File: config.mk
export PLATFORM = sky130hd
export DESIGN_NAME = xbus_strobe_gen
export DESIGN_NICKNAME = d
export VERILOG_FILES = /design/src/rtl/xbus_tmg_pkg.sv /design/src/rtl/xbus_phase_ctl.sv /design/src/rtl/xbus_strobe.sv /design/src/rtl/xbus_strobe_gen.sv
export SDC_FILE = /design/constraint.sdc
export NUM_CORES = 1
export LEC_CHECK = 0
export BUFFER_PORTS_ARGS = -buffer_cell sky130_fd_sc_hd__buf_2
export CORE_ASPECT_RATIO = 1.5
export CORE_MARGIN = 2
export CORE_UTILIZATION = 62
export CTS_BUF_LIST = sky130_fd_sc_hd__clkbuf_4
export CTS_CLUSTER_DIAMETER = 30
export DETAILED_ROUTE_END_ITERATION = 8
export PLACE_DENSITY_LB_ADDON = 0.25
export SKIP_CTS_REPAIR_TIMING = 1
export SYNTH_ARGS = -nofsm -noshare
export SYNTH_HDL_FRONTEND = slang
export SYNTH_HIERARCHICAL = 1
export SYNTH_SLANG_ARGS = --single-unit
export TNS_END_PERCENT = 1
File: constraint.sdc
create_clock -name clk -period 9.75 [get_ports clk]
set_input_delay 0.975 -clock clk [delete_from_list [all_inputs] [get_ports clk]]
set_output_delay 0.975 -clock clk [all_outputs]
set_load 0.005 [all_outputs]
File: src/rtl/xbus_tmg_pkg.sv
`timescale 1ns/1ps
package xbus_tmg_pkg;
   // strobe slots; the numbering is also the bit order of the half-delay field
   localparam int NSTB   = 4;
   localparam int STB_CS = 0;
   localparam int STB_AV = 1;
   localparam int STB_OE = 2;
   localparam int STB_WE = 3;
endpackage

File: src/rtl/xbus_phase_ctl.sv
`timescale 1ns/1ps
module xbus_phase_ctl #(
   parameter int PW  = 6,
   parameter int GW  = 7,
   parameter int CSW = 2
) (
   input  logic           clk,
   input  logic           rst_n,
   input  logic           req_valid,
   input  logic           req_write,
   input  logic [CSW-1:0] req_cs,
   input  logic [PW-1:0]  rd_len,
   input  logic [PW-1:0]  wr_len,
   input  logic [PW-1:0]  rd_acc,
   input  logic [GW-1:0]  need_same,
   input  logic [GW-1:0]  need_diff,
   output logic           ready,
   output logic           act_nxt,
   output logic [PW-1:0]  ph_nxt,
   output logic           wr_nxt,
   output logic           act_q,
   output logic           wr_q,
   output logic [CSW-1:0] cs_q,
   output logic           done_q,
   output logic           smp_q
);
   localparam logic [GW-1:0] IDLE_MAX = '1;

   logic [PW-1:0]  ph_q;
   logic [GW-1:0]  idle_q;
   logic [GW-1:0]  need;
   logic [CSW-1:0] cs_nxt;
   logic [PW-1:0]  len_cur;
   logic [PW-1:0]  len_nxt;
   logic           start;
   logic           last;

   assign need    = (req_cs == cs_q) ? need_same : need_diff;
   assign ready   = !act_q && (idle_q >= need);
   assign start   = req_valid && ready;
   assign len_cur = wr_q ? wr_len : rd_len;
   assign last    = act_q && (ph_q == len_cur - 1'b1);

   always_comb begin
      act_nxt = 1'b0;
      ph_nxt  = '0;
      wr_nxt  = wr_q;
      cs_nxt  = cs_q;
      if (start) begin
         act_nxt = 1'b1;
         wr_nxt  = req_write;
         cs_nxt  = req_cs;
      end else if (act_q && !last) begin
         act_nxt = 1'b1;
         ph_nxt  = ph_q + 1'b1;
      end
   end

   assign len_nxt = wr_nxt ? wr_len : rd_len;

   always_ff @(posedge clk or negedge rst_n) begin
      if (!rst_n) begin
         act_q  <= 1'b0;
         ph_q   <= '0;
         wr_q   <= 1'b0;
         cs_q   <= '0;
         idle_q <= IDLE_MAX;
         done_q <= 1'b0;
         smp_q  <= 1'b0;
      end else begin
         act_q  <= act_nxt;
         ph_q   <= ph_nxt;
         wr_q   <= wr_nxt;
         cs_q   <= cs_nxt;
         if (act_q || start)
            idle_q <= '0;
         else if (idle_q != IDLE_MAX)
            idle_q <= idle_q + 1'b1;
         done_q <= act_nxt && (ph_nxt == len_nxt - 1'b1);
         smp_q  <= act_nxt && !wr_nxt && (ph_nxt == rd_acc);
      end
   end


   done_single_chk: assert property (@(posedge clk) disable iff (!rst_n)
      done_q |=> !done_q);

   done_ends_chk: assert property (@(posedge clk) disable iff (!rst_n)
      done_q |=> !act_q);

   accept_req_chk: assert property (@(posedge clk) disable iff (!rst_n)
      $rose(act_q) |-> $past(req_valid));
endmodule

File: src/rtl/xbus_strobe.sv
`timescale 1ns/1ps
module xbus_strobe #(
   parameter int PW      = 6,
   parameter bit HALF_EN = 1'b1
) (
   input  logic          clk,
   input  logic          rst_n,
   input  logic          act_nxt,
   input  logic [PW-1:0] ph_nxt,
   input  logic [PW-1:0] on_t,
   input  logic [PW-1:0] off_t,
   input  logic          op_en,
   input  logic          half_sel,
   output logic          pos_q,
   output logic          asserted
);
   always_ff @(posedge clk or negedge rst_n) begin
      if (!rst_n) pos_q <= 1'b0;
      else        pos_q <= act_nxt && op_en && (ph_nxt >= on_t) && (ph_nxt < off_t);
   end

   generate
      if (HALF_EN) begin : g_half
         logic neg_q;
         always_ff @(negedge clk or negedge rst_n) begin
            if (!rst_n) neg_q <= 1'b0;
            else        neg_q <= pos_q;
         end
         assign asserted = half_sel ? neg_q : pos_q;
      end else begin : g_full
         logic unused_half;
         assign unused_half = half_sel;
         assign asserted    = pos_q;
      end
   endgenerate
endmodule

File: src/rtl/xbus_strobe_gen.sv
`timescale 1ns/1ps
module xbus_strobe_gen #(
   parameter int NCS     = 4,
   parameter int TW      = 5,
   parameter bit HALF_EN = 1'b1,
   localparam int CSW    = (NCS > 1) ? $clog2(NCS) : 1
) (
   input  logic           clk,
   input  logic           rst_n,
   input  logic           req_valid,
   input  logic           req_write,
   input  logic [CSW-1:0] req_cs,
   output logic           req_ready,
   input  logic [TW-1:0]  cfg_cs_on,
   input  logic [TW-1:0]  cfg_cs_rd_off,
   input  logic [TW-1:0]  cfg_cs_wr_off,
   input  logic [TW-1:0]  cfg_av_on,
   input  logic [TW-1:0]  cfg_av_rd_off,
   input  logic [TW-1:0]  cfg_av_wr_off,
   input  logic [TW-1:0]  cfg_we_on,
   input  logic [TW-1:0]  cfg_we_off,
   input  logic [TW-1:0]  cfg_oe_on,
   input  logic [TW-1:0]  cfg_oe_off,
   input  logic [TW-1:0]  cfg_rd_cycle,
   input  logic [TW-1:0]  cfg_wr_cycle,
   input  logic [TW-1:0]  cfg_rd_access,
   input  logic [TW-1:0]  cfg_turnaround,
   input  logic [TW-1:0]  cfg_c2c_gap,
   input  logic           cfg_gap_same_en,
   input  logic           cfg_gap_diff_en,
   input  logic [3:0]     cfg_half_dly,
   input  logic           cfg_x2,
   output logic [NCS-1:0] cs_n,
   output logic           addr_vld_n,
   output logic           we_n,
   output logic           oe_n,
   output logic           rd_sample,
   output logic           acc_done
);
   import xbus_tmg_pkg::*;

   localparam int PW = TW + 1;   // scaled timing value
   localparam int GW = TW + 2;   // turnaround plus gap, scaled

   generate
      if (NCS < 2 || NCS > 64) begin : g_bad_ncs
         $error("xbus_strobe_gen: NCS out of range");
      end
      if (TW < 2 || TW > 12) begin : g_bad_tw
         $error("xbus_strobe_gen: TW out of range");
      end
   endgenerate

   function automatic logic [PW-1:0] scl(input logic [TW-1:0] v, input logic dbl);
      return dbl ? {v, 1'b0} : {1'b0, v};
   endfunction

   function automatic logic [PW-1:0] atleast1(input logic [PW-1:0] v);
      return (v == '0) ? PW'(1) : v;
   endfunction

   logic [PW-1:0]  rd_len, wr_len, rd_acc;
   logic [GW-1:0]  turn_s, gap_s, need_same, need_diff;
   logic           act_nxt, wr_nxt, act_q, wr_q, done_q, smp_q;
   logic [PW-1:0]  ph_nxt;
   logic [CSW-1:0] cs_q;

   assign rd_len    = atleast1(scl(cfg_rd_cycle, cfg_x2));
   assign wr_len    = atleast1(scl(cfg_wr_cycle, cfg_x2));
   assign rd_acc    = scl(cfg_rd_access, cfg_x2);
   assign turn_s    = GW'(scl(cfg_turnaround, cfg_x2));
   assign gap_s     = GW'(scl(cfg_c2c_gap, cfg_x2));
   assign need_same = turn_s + (cfg_gap_same_en ? gap_s : '0);
   assign need_diff = turn_s + (cfg_gap_diff_en ? gap_s : '0);

   xbus_phase_ctl #(.PW(PW), .GW(GW), .CSW(CSW)) u_phase (
      .clk       (clk),
      .rst_n     (rst_n),
      .req_valid (req_valid),
      .req_write (req_write),
      .req_cs    (req_cs),
      .rd_len    (rd_len),
      .wr_len    (wr_len),
      .rd_acc    (rd_acc),
      .need_same (need_same),
      .need_diff (need_diff),
      .ready     (req_ready),
      .act_nxt   (act_nxt),
      .ph_nxt    (ph_nxt),
      .wr_nxt    (wr_nxt),
      .act_q     (act_q),
      .wr_q      (wr_q),
      .cs_q      (cs_q),
      .done_q    (done_q),
      .smp_q     (smp_q)
   );

   assign acc_done  = done_q;
   assign rd_sample = smp_q;

   logic [PW-1:0]   on_v  [NSTB];
   logic [PW-1:0]   off_v [NSTB];
   logic [NSTB-1:0] en_v, pos_v, asr_v;

   assign on_v[STB_CS]  = scl(cfg_cs_on, cfg_x2);
   assign off_v[STB_CS] = scl(wr_nxt ? cfg_cs_wr_off : cfg_cs_rd_off, cfg_x2);
   assign en_v[STB_CS]  = 1'b1;
   assign on_v[STB_AV]  = scl(cfg_av_on, cfg_x2);
   assign off_v[STB_AV] = scl(wr_nxt ? cfg_av_wr_off : cfg_av_rd_off, cfg_x2);
   assign en_v[STB_AV]  = 1'b1;
   assign on_v[STB_OE]  = scl(cfg_oe_on, cfg_x2);
   assign off_v[STB_OE] = scl(cfg_oe_off, cfg_x2);
   assign en_v[STB_OE]  = !wr_nxt;
   assign on_v[STB_WE]  = scl(cfg_we_on, cfg_x2);
   assign off_v[STB_WE] = scl(cfg_we_off, cfg_x2);
   assign en_v[STB_WE]  = wr_nxt;

   generate
      for (genvar s = 0; s < NSTB; s++) begin : g_stb
         xbus_strobe #(.PW(PW), .HALF_EN(HALF_EN)) u_stb (
            .clk      (clk),
            .rst_n    (rst_n),
            .act_nxt  (act_nxt),
            .ph_nxt   (ph_nxt),
            .on_t     (on_v[s]),
            .off_t    (off_v[s]),
            .op_en    (en_v[s]),
            .half_sel (cfg_half_dly[s]),
            .pos_q    (pos_v[s]),
            .asserted (asr_v[s])
         );
      end
      for (genvar c = 0; c < NCS; c++) begin : g_csdec
         assign cs_n[c] = !(asr_v[STB_CS] && (cs_q == CSW'(c)));
      end
   endgenerate

   assign addr_vld_n = !asr_v[STB_AV];
   assign oe_n       = !asr_v[STB_OE];
   assign we_n       = !asr_v[STB_WE];


   cs_onehot_chk: assert property (@(posedge clk) disable iff (!rst_n)
      $onehot0(~cs_n));

   idle_quiet_chk: assert property (@(posedge clk) disable iff (!rst_n)
      !act_q |-> (pos_v == '0));

   we_read_chk: assert property (@(posedge clk) disable iff (!rst_n)
      !wr_q |-> !pos_v[STB_WE]);

   oe_write_chk: assert property (@(posedge clk) disable iff (!rst_n)
      wr_q |-> !pos_v[STB_OE]);

   smp_read_chk: assert property (@(posedge clk) disable iff (!rst_n)
      rd_sample |-> (act_q && !wr_q));

   busy_ready_chk: assert property (@(posedge clk) disable iff (!rst_n)
      act_q |-> !req_ready);
endmodule

==> impl_metrics.env, run 1 <==
export IMPL_startpoint="g_stb[0].u_stb/g_half.neg_q"
export IMPL_core_sq_mm=0.00727
export IMPL_cts_root_buf="clkbuf_4"
export IMPL_antenna_left=0
export IMPL_area_growth_syn_to_layout_pct=12.0
export IMPL_io_buffers=97
export IMPL_clock_sinks=27
export IMPL_num_rows=38
export IMPL_maxSlewViolCount=0
export IMPL_synthCells=530
export IMPL_synth_main_ff_cell="dfrtp_1"
export IMPL_fillers=594
export IMPL_holdCritPathClass="reg -> reg"
export IMPL_p_leak_nw=2.63
export IMPL_synthArstFlopShare=1.00
export IMPL_arrival_ns=6.37
export IMPL_r2r_slack_ns=4.24
export IMPL_grt_pass1_wl_um=17200
export IMPL_drtIter0Drc=149
export IMPL_cts_max_level=1
export IMPL_synth_adder_area_share=0.177
export IMPL_maxCapViolCount=0
export IMPL_ys_ff_latch=27
export IMPL_reg2reg_to="g_stb[0].u_stb/g_half.neg_q"
export IMPL_crit_end="cs_n[0]"
export IMPL_grt_pass1_vias=4027
export IMPL_slew_headroom=0.428
export IMPL_setup_viol=0
export IMPL_critical_path_class="reg -> out"
export IMPL_max_vdd_ir_drop_v=0.0000790
export IMPL_critical_path_max_stage_delay_ns=0.45
export IMPL_crit_path_start_kind="register"
export IMPL_synthMuxAreaShare=0.203
export IMPL_grt_max_degree=85
export IMPL_synth_top_cell_by_area="ha_1"
export IMPL_cts_buffers=3
export IMPL_start_util=0.642
export IMPL_cp_top_family="simple AND/OR/NAND/NOR gates"
export IMPL_critPathBufInv=1
export IMPL_antenna_found_initial=0
export IMPL_vias=4190
export IMPL_synth_avg_cell_area_sq_um=8.81
export IMPL_rsz0062_at_grt="no"
export IMPL_antennaDiodeCount=0
export IMPL_clkLatencyLatePin_ns=0.35
export IMPL_crit_path_end_kind="primary output"
export IMPL_fin_area_sq_mm=0.00523
export IMPL_placed_cell_area_sq_mm=0.00520
export IMPL_skew_ns=0.0236
export IMPL_synth_xor_area_frac=0.0657
export IMPL_cp_required_ns=8.78
export IMPL_cts_buffer_depth=2
export IMPL_tns_ns=0
export IMPL_cts_tree="built"
export IMPL_seq_area_sq_um=684
export IMPL_gr_total_overflow=0
export IMPL_yosys_top_cells_area="ha_1 (18%), mux2_2 (12%), dfrtp_1 (8.6%), mux2i_1 (7.1%), xnor2_1 (4.3%)"
export IMPL_drt_pre_antenna_iters=4
export IMPL_synth_top_family_by_area="multiplexers"
export IMPL_synth_top_area_share=0.177
export IMPL_wl_per_cell_um=14.9
export IMPL_grt_use_total=0.263
export IMPL_pin_count=98
export IMPL_layout_drive_gt1_share=0.301
export IMPL_ys_top_cells_by_count="ha_1 (66), inv_1 (53), mux2_2 (49)"
export IMPL_final_hold_violation_count=0
export IMPL_multi_input_area_sq_mm=0.00368
export IMPL_powerDensity_mw_per_mm2=134
export IMPL_viasPerCell=5.84
export IMPL_cp_depth=3
export IMPL_r2r_start="g_stb[0].u_stb/pos_q"
export IMPL_synth_most_common_cell="ha_1"
export IMPL_dp_hpwl_um=8690
export IMPL_synth_yosys_seq_area_share=0.147
export IMPL_synth_simple_area_share=0.176
export IMPL_path_cells="mux2_2 -> or3b_2 -> buf_2"
export IMPL_die_h_um=110
export IMPL_ff2ff_path_depth=0
export IMPL_wl_um=10700
export IMPL_worst_path_max_delay_cell="or3b_2"
export IMPL_cts_clk_slew_worst_paths_ns=0.15
export IMPL_worst_path_max_fanout=4
export IMPL_worstMarginPinSlew_ns=0.858
export IMPL_yosysUniqueCellTypes=69
export IMPL_holdWs_ns=0.545
export IMPL_yosys_warnings=6
export IMPL_synth_compound_area_share=0.164
export IMPL_nets=772
export IMPL_syn_area_sq_mm=0.00467
export IMPL_outcome="complete, no violations"
export IMPL_die_w_um=74.9
export IMPL_drcViolationCount=0
export IMPL_dieArea_sq_mm=0.00825
export IMPL_gp_congestion=0.911
export IMPL_synth_edf_count=0
## layer usage
layer	up-vias	global-route usage	share of wire
li1	2095	-	-
met1	1950	0.295	0.40
met2	117	0.497	0.54
met3	28	0.0218	0.033
met4	0	0.105	0.030
met5	-	0	0
## registers in the layout, indices dropped and copies added, names as in the netlist
name,cells
u_phase/smp_q,1
u_phase/ph_q,6
u_phase/act_q,1
g_stb.u_stb/pos_q,4
u_phase/wr_q,1
u_phase/cs_q,2
u_phase/idle_q,7
u_phase/done_q,1
g_stb.u_stb/g_half.neg_q,4
## cells by family (layout without fill, tap and decap cells)
kind of cell             after synthesis  after routing
AO/OA/AOI/OAI                        100            100
AND/OR/NAND/NOR                      145            145
XOR/XNOR                              35             35
other                                  1              2
adder cells (fa/ha/maj)               66             66
multiplexers                          85             85
buffers and inverters                 71            157
flip-flops                            27             27
## through the flow
stage               instances  utilization  worst slack (ns)  total power [mW]
CTS                       717        0.719              2.39             0.705
global placement          713        0.714              2.81             0.626
floorplan                 531            -              2.93             0.541
detailed placement        713        0.714              2.77             0.649
global route              717        0.719              2.36             0.765
finish                    717        0.719              2.40             0.702
## power breakdown
group | switching, mW | internal [mW] | total, mW
logic | 0.250 | 0.229 | 0.478
registers | 0.0342 | 0.136 | 0.170
clock network | 0.0374 | 0.0168 | 0.0542
total | 0.321 | 0.381 | 0.702
## cell usage in the layout (no fill, tap or decap), types with 5 or more instances in the layout
| master | instances |
|---|---|
| a211oi_1 | 11 |
| a211oi_2 | 5 |
| a21o_1 | 8 |
| a21oi_1 | 17 |
| and2_1 | 12 |
| and3_1 | 5 |
| buf_2 | 97 |
| dfrtp_1 | 16 |
| dfstp_2 | 7 |
| ha_1 | 66 |
| inv_1 | 53 |
| mux2_2 | 49 |
| mux2i_1 | 33 |
| nand2_1 | 19 |
| nand2b_1 | 11 |
| nand3_1 | 10 |
| nand3b_1 | 5 |
| nand4_1 | 5 |
| nor2_1 | 25 |
| nor2b_1 | 19 |
| nor3_1 | 7 |
| nor4_1 | 7 |
| o211ai_1 | 5 |
| o21a_1 | 6 |
| o21ai_0 | 15 |
| xnor2_1 | 23 |
| xor2_1 | 12 |
## final cells by class
| class | instances | share of cell area |
|---|---|---|
| Tap cell | 100 | 0.0239 |
| Timing Repair Buffer | 100 | 0.0972 |
| Clock inverter | 1 | 0.00168 |
| Sequential cell | 27 | 0.131 |
| Multi-Input combinational cell | 433 | 0.704 |
| Clock buffer | 3 | 0.00431 |
| Inverter | 53 | 0.0381 |
## worst min path at each step
stage                      startpoint                end  slack, ns  depth (start not counted)
floorplan           u_phase/idle_q[6]  u_phase/idle_q[6]       0.49                          2
global placement    u_phase/idle_q[6]  u_phase/idle_q[6]       0.51                          2
detailed placement  u_phase/idle_q[6]  u_phase/idle_q[6]       0.51                          2
CTS                 u_phase/idle_q[6]  u_phase/idle_q[6]       0.54                          2
global route        u_phase/idle_q[6]  u_phase/idle_q[6]       0.56                          2
finish              u_phase/idle_q[6]  u_phase/idle_q[6]       0.54                          2
(Power assumes the default switching activity.)
==> inputs of run 2 (changes only) <==
--- a/config.mk
+++ b/config.mk
@@ -8,7 +8,7 @@
 export BUFFER_PORTS_ARGS = -buffer_cell sky130_fd_sc_hd__buf_2
 export CORE_ASPECT_RATIO = 1.5
 export CORE_MARGIN = 2
-export CORE_UTILIZATION = 62
+export CORE_UTILIZATION = 58
 export CTS_BUF_LIST = sky130_fd_sc_hd__clkbuf_4
 export CTS_CLUSTER_DIAMETER = 30
 export DETAILED_ROUTE_END_ITERATION = 8
==> constraint.sdc (replaced) <==
create_clock -name clk -period 6.9 [get_ports clk]
set_input_delay 0.69 -clock clk [delete_from_list [all_inputs] [get_ports clk]]
set_output_delay 0.69 -clock clk [all_outputs]
set_load 0.005 [all_outputs]
==> run 2 against run 1 <==
Net effect:
- power is 41% higher
- final area grew 0.12%
- critical path depth up 19
- setup slack worse by 1.7 ns
- largest cell class unchanged
- sequential share of layout area hardly changed
- first-iteration DRC count decreased by 28%
- critical path type is now in -> reg
- highest routed layer unchanged
==> impl_metrics.env, run 2 (synthesized netlist as in run 1, its figures left out) <==
export IMPL_outcome="complete, no violations"
export IMPL_drtIter0Drc=107
export IMPL_drcViolationCount=0
export IMPL_largest_register="u_phase/idle_q"
export IMPL_wl_met2_um=5910
export IMPL_r2r_start="u_phase/cs_q[0]"
export IMPL_nets=772
export IMPL_reg2reg_to="g_stb[1].u_stb/pos_q"
export IMPL_grt_pass1_wl_um=18400
export IMPL_cts_buffer_depth=2
export IMPL_vias=4282
export IMPL_gr_total_overflow=0
export IMPL_worst_path_max_delay_cell="inv_1"
export IMPL_clkLatencyLatePin_ns=0.34
export IMPL_powerDensity_mw_per_mm2=189
export IMPL_final_hold_violation_count=0
export IMPL_worst_path_most_repeated_cell="ha_1"
export IMPL_max_vdd_ir_drop_v=0.000117
export IMPL_clock_sinks=27
export IMPL_ff2ff_path_depth=15
export IMPL_setup_ws_ns=0.676
export IMPL_top_layer="met4"
export IMPL_io_buffers=97
export IMPL_area_growth_syn_to_layout_pct=12.1
export IMPL_core_sq_mm=0.00791
export IMPL_grt_max_degree=54
export IMPL_seq_area_sq_um=684
export IMPL_crit_path_start_kind="primary input"
export IMPL_fin_area_sq_mm=0.00523
export IMPL_antenna_left=0
export IMPL_r2r_slack_ns=2.21
export IMPL_critical_path_class="in -> reg"
export IMPL_met3_length_um=500
export IMPL_setup_viol=0
export IMPL_holdWs_ns=0.312
export IMPL_crit_path_end_kind="register"
export IMPL_maxCapViolCount=0
export IMPL_worstMarginPinSlew_ns=0.937
export IMPL_pre_cts_ws_ns=0.314
export IMPL_tns_ns=0
export IMPL_num_rows=40
export IMPL_cts_max_level=1
export IMPL_antenna_found_initial=0
export IMPL_arrival_ns=6.51
export IMPL_layout_drive_gt1_share=0.301
export IMPL_wl_per_cell_um=15.3
export IMPL_critPathBufInv=3
export IMPL_cts_tree="built"
export IMPL_largest_reg_flops=7
export IMPL_die_h_um=114
export IMPL_fillers=708
export IMPL_placed_cell_area_sq_mm=0.00520
export IMPL_layout_common_cells="buf_2 (97), ha_1 (66), inv_1 (53)"
export IMPL_maxSlewViolCount=0
export IMPL_p_leak_nw=2.63
export IMPL_wl_met1_um=4170
export IMPL_multi_input_area_sq_mm=0.00368
export IMPL_skew_ns=0.0156
export IMPL_power_uw=991
export IMPL_rsz0062_at_grt="no"
export IMPL_startpoint="cfg_x2"
export IMPL_start_util=0.590
export IMPL_grt_use_total=0.253
export IMPL_period_needed_ns=6.22
export IMPL_cts_buffers=3
export IMPL_cp_top_family="compound AO/OA/AOI/OAI gates"
export IMPL_gp_congestion=0.929
export IMPL_dp_hpwl_um=9030
export IMPL_finalCritPeriodShare=0.902
export IMPL_final_common_cell="buf_2"
export IMPL_pin_count=98
export IMPL_slew_headroom=0.374
export IMPL_critical_path_max_stage_delay_ns=0.52
export IMPL_drt_pre_antenna_iters=5
export IMPL_wl_um=11100
export IMPL_cts_root_buf="clkbuf_4"
export IMPL_grt_pass1_vias=4274
export IMPL_cts_clk_slew_worst_paths_ns=0.17
export IMPL_path_cells="buf_2 -> mux2_2 -> a21o_1 -> nor3b_1 -> ha_1 -> nor3_1 -> o21bai_1 -> a21oi_1 -> o21ai_1 -> mux2i_1 -> ha_1 -> and3_1 -> a221oi_1 -> a21boi_0 -> a2bb2oi_2 -> inv_1 -> mux2i_1 -> nor2b_1 -> inv_1 -> ha_1 -> a2111oi_0 -> o211a_1"
export IMPL_holdCritPathClass="in -> async"
export IMPL_viasPerCell=5.93
export IMPL_dieArea_sq_mm=0.00880
export IMPL_fmax_ghz=0.161
export IMPL_worst_path_max_fanout=34
export IMPL_reg_top3="u_phase/idle_q: 7 flops, u_phase/ph_q: 6 flops"
export IMPL_cp_required_ns=7.19
export IMPL_die_w_um=77.3
export IMPL_antennaDiodeCount=0
[run 2: cell counts in the layout (fill, tap and decap cells not counted)]
No cell type changed its count.
[run 2: layout make-up]
class                           instances  share of cell area
Multi-Input combinational cell        433               0.703
Sequential cell                        27               0.131
Timing Repair Buffer                  100              0.0971
Inverter                               53              0.0380
Tap cell                              105              0.0251
Clock buffer                            3             0.00430
Clock inverter                          1             0.00167
[run 2: stage by stage]
stage / cells / util
floorplan: 531 / -
finish: 722 / 0.662
global placement: 718 / 0.658
CTS: 722 / 0.662
global route: 722 / 0.662
detailed placement: 718 / 0.658
[run 2: worst max-delay path by stage]
stage / end / cells past startpoint / slack (ns)
2_1_floorplan: g_stb[1].u_stb/pos_q / 22 / 1.21
3_3_place_gp: g_stb[1].u_stb/pos_q / 22 / 0.54
3_5_place_dp: g_stb[1].u_stb/pos_q / 22 / 0.31
4_1_cts: g_stb[1].u_stb/pos_q / 22 / 0.70
5_1_grt: g_stb[1].u_stb/pos_q / 22 / 0.1
6_report: g_stb[1].u_stb/pos_q / 22 / 0.68
[run 2: routing by layer]
| metal | global-route usage | vias to the layer above |
|---|---|---|
| met3 | 0.0253 | 41 |
| met2 | 0.489 | 139 |
| met1 | 0.266 | 2018 |
| met5 | 0 | - |
| met4 | 0.135 | 0 |
| li1 | - | 2084 |
[run 2: report_power, final]
group / internal [mW] / switching (mW) / total [mW]
logic: 0.322 / 0.352 / 0.674
registers: 0.192 / 0.0473 / 0.239
clock network: 0.0237 / 0.0545 / 0.0782
total: 0.537 / 0.454 / 0.991
[run 2: worst reg2reg max path, stage by stage (launching register included)]
cell and delay (ns):
dfrtp_1 0.47, xnor2_1 0.15, nand2_1 0.33, mux2i_1 0.25, ha_1 0.28, and3_1 0.22, a221oi_1 0.28, a21boi_0 0.31
a2bb2oi_2 0.48, inv_1 0.52, mux2i_1 0.24, nor2b_1 0.15, inv_1 0.05, ha_1 0.28, a2111oi_0 0.42, o211a_1 0.21
==> inputs of run 3 (changes only) <==
--- a/config.mk
+++ b/config.mk
@@ -8,7 +8,7 @@
 export BUFFER_PORTS_ARGS = -buffer_cell sky130_fd_sc_hd__buf_2
 export CORE_ASPECT_RATIO = 1.5
 export CORE_MARGIN = 2
-export CORE_UTILIZATION = 58
+export CORE_UTILIZATION = 50
 export CTS_BUF_LIST = sky130_fd_sc_hd__clkbuf_4
 export CTS_CLUSTER_DIAMETER = 30
 export DETAILED_ROUTE_END_ITERATION = 8
==> run 3 against run 2 <==
Net effect:
- final cell count grew 0.97%
- sequential power about the same
- sequential share of layout area hardly changed
- register-to-register slack lost 0.07 ns
- worst hold slack improved by 0.031 ns
- via count fell by 2.9%
- clock power shrank 3.3%
- non-clock buffer count unchanged
- largest power group unchanged
==> impl_metrics.env, run 3 (synthesized netlist as in run 1, its figures left out) <==
export IMPL_outcome="complete, no violations"
export IMPL_grt_max_degree=69
export IMPL_drcViolationCount=0
export IMPL_rsz0062_at_grt="no"
export IMPL_io_buffers=97
export IMPL_grt_use_total=0.218
export IMPL_seq_power_share=0.243
export IMPL_final_hold_violation_count=0
export IMPL_num_rows=43
export IMPL_antennaDiodeCount=0
export IMPL_cts_clk_slew_worst_paths_ns=0.16
export IMPL_path_cells="buf_2 -> mux2_2 -> a21o_1 -> nor3b_1 -> ha_1 -> nor3_1 -> o21bai_1 -> a21oi_1 -> o21ai_1 -> mux2i_1 -> ha_1 -> and3_1 -> a221oi_1 -> a21boi_0 -> a2bb2oi_2 -> inv_1 -> mux2i_1 -> nor2b_1 -> inv_1 -> ha_1 -> a2111oi_0 -> o211a_1"
export IMPL_finalCritPeriodShare=0.878
export IMPL_grt_pass1_wl_um=18400
export IMPL_critical_path_max_stage_delay_ns=0.50
export IMPL_worst_path_most_repeated_cell="ha_1"
export IMPL_start_util=0.510
export IMPL_die_h_um=122
export IMPL_dieArea_sq_mm=0.0101
export IMPL_multi_input_area_sq_mm=0.00368
export IMPL_viasPerCell=5.70
export IMPL_crit_path_end_kind="register"
export IMPL_p_leak_nw=2.63
export IMPL_slew_headroom=0.425
export IMPL_final_common_cell="buf_2"
export IMPL_layout_common_cells="buf_2 (97), ha_1 (66), inv_1 (53)"
export IMPL_max_vdd_ir_drop_v=0.000114
export IMPL_drt_pre_antenna_iters=4
export IMPL_antenna_found_initial=0
export IMPL_gr_total_overflow=0
export IMPL_cts_buffers=3
export IMPL_core_sq_mm=0.00915
export IMPL_seq_area_sq_um=684
export IMPL_worst_path_max_delay_cell="inv_1"
export IMPL_cts_tree="built"
export IMPL_p_switching_uw=447
export IMPL_gp_congestion=0.999
export IMPL_fillers=871
export IMPL_p_int_uw=537
export IMPL_nets=772
export IMPL_critical_path_class="in -> reg"
export IMPL_cts_root_buf="clkbuf_4"
export IMPL_switching_share=0.454
export IMPL_cp_required_ns=7.18
export IMPL_antenna_left=0
export IMPL_setup_ws_ns=0.845
export IMPL_skew_ns=0.0146
export IMPL_cts_buffer_depth=2
export IMPL_drtIter0Drc=124
export IMPL_setup_viol=0
export IMPL_p_comb_frac=0.680
export IMPL_tns_ns=0
export IMPL_worst_path_max_fanout=20
export IMPL_vias=4158
export IMPL_fmax_ghz=0.165
export IMPL_worstMarginPinSlew_ns=0.861
export IMPL_cts_max_level=1
export IMPL_arrival_ns=6.34
export IMPL_wl_per_cell_um=15.5
export IMPL_powerDensity_mw_per_mm2=188
export IMPL_maxCapViolCount=0
export IMPL_area_growth_syn_to_layout_pct=12.3
export IMPL_holdCritPathClass="in -> async"
export IMPL_clock_sinks=27
export IMPL_maxSlewViolCount=0
export IMPL_pre_cts_ws_ns=0.489
export IMPL_power_frac_clock=0.077
export IMPL_dp_hpwl_um=9350
export IMPL_period_needed_ns=6.06
export IMPL_largest_register="u_phase/idle_q"
export IMPL_reg_top3="u_phase/idle_q: 7 flops, u_phase/ph_q: 6 flops"
export IMPL_crit_path_start_kind="primary input"
export IMPL_largest_reg_flops=7
export IMPL_die_w_um=82.9
export IMPL_wl_um=11300
export IMPL_grt_pass1_vias=4120
export IMPL_pin_count=98
export IMPL_layout_drive_gt1_share=0.301
export IMPL_clkLatencyLatePin_ns=0.33
## run 3: cell counts in the layout (fill, tap and decap cells not counted)
No cell type changed its count.
## run 3: critical path: cells and delay by family
kind	cells	cell delay [ns]
AO/OA/AOI/OAI	9	2.42
adder cells (fa/ha/maj)	3	0.75
buffers and inverters	3	0.85
multiplexers	3	0.83
AND/OR/NAND/NOR	4	0.79
## run 3: layout make-up
cell class / count / area share
Clock buffer: 3 / 0.00430
Clock inverter: 1 / 0.00167
Inverter: 53 / 0.0379
Multi-Input combinational cell: 433 / 0.702
Sequential cell: 27 / 0.131
Tap cell: 112 / 0.0267
Timing Repair Buffer: 100 / 0.0969
## run 3: worst paths after layout
check / slack [ns] / startpoint / depth (start not counted) / to
worst max-delay path: 0.84 / cfg_x2 / 22 / g_stb[0].u_stb/pos_q
worst min-delay path: 0.34 / rst_n / 1 / g_stb[3].u_stb/pos_q
worst max register to register: 2.14 / u_phase/cs_q[0] / 15 / g_stb[0].u_stb/pos_q
worst min register to register: 0.54 / u_phase/idle_q[6] / 2 / u_phase/idle_q[6]
max in group asynchronous: 2.79 / rst_n / 1 / g_stb[0].u_stb/g_half.neg_q
min in group clk: 0.54 / u_phase/idle_q[6] / 2 / u_phase/idle_q[6]
## run 3: power by group through the flow
stage               registers (mW)  clock network, mW  logic (mW)
global route                 0.244             0.0854       0.747
detailed placement           0.242                  0       0.675
floorplan                    0.219                  0       0.546
CTS                          0.239             0.0793       0.678
finish                       0.239             0.0756       0.669
global placement             0.239                  0       0.652
## run 3: through the flow
stage                     cells  hold slack [ns]  power, mW   util  instance area (sq um)
final                       729            0.343      0.984  0.573                   5240
after global routing        729            0.368       1.08  0.573                   5240
after CTS                   729            0.351      0.996  0.573                   5240
after detailed placement    725            0.519      0.917  0.570                   5210
after global placement      725            0.510      0.891  0.570                   5210
after floorplan             531            0.394      0.764      -                   4670
## run 3: routing by layer
| metal | share of wire | vias up | global-route usage |
|---|---|---|---|
| met4 | 0.037 | 0 | 0.0912 |
| met2 | 0.55 | 91 | 0.441 |
| met3 | 0.027 | 25 | 0.00941 |
| met1 | 0.38 | 1957 | 0.234 |
| li1 | - | 2085 | - |
| met5 | 0 | - | 0 |
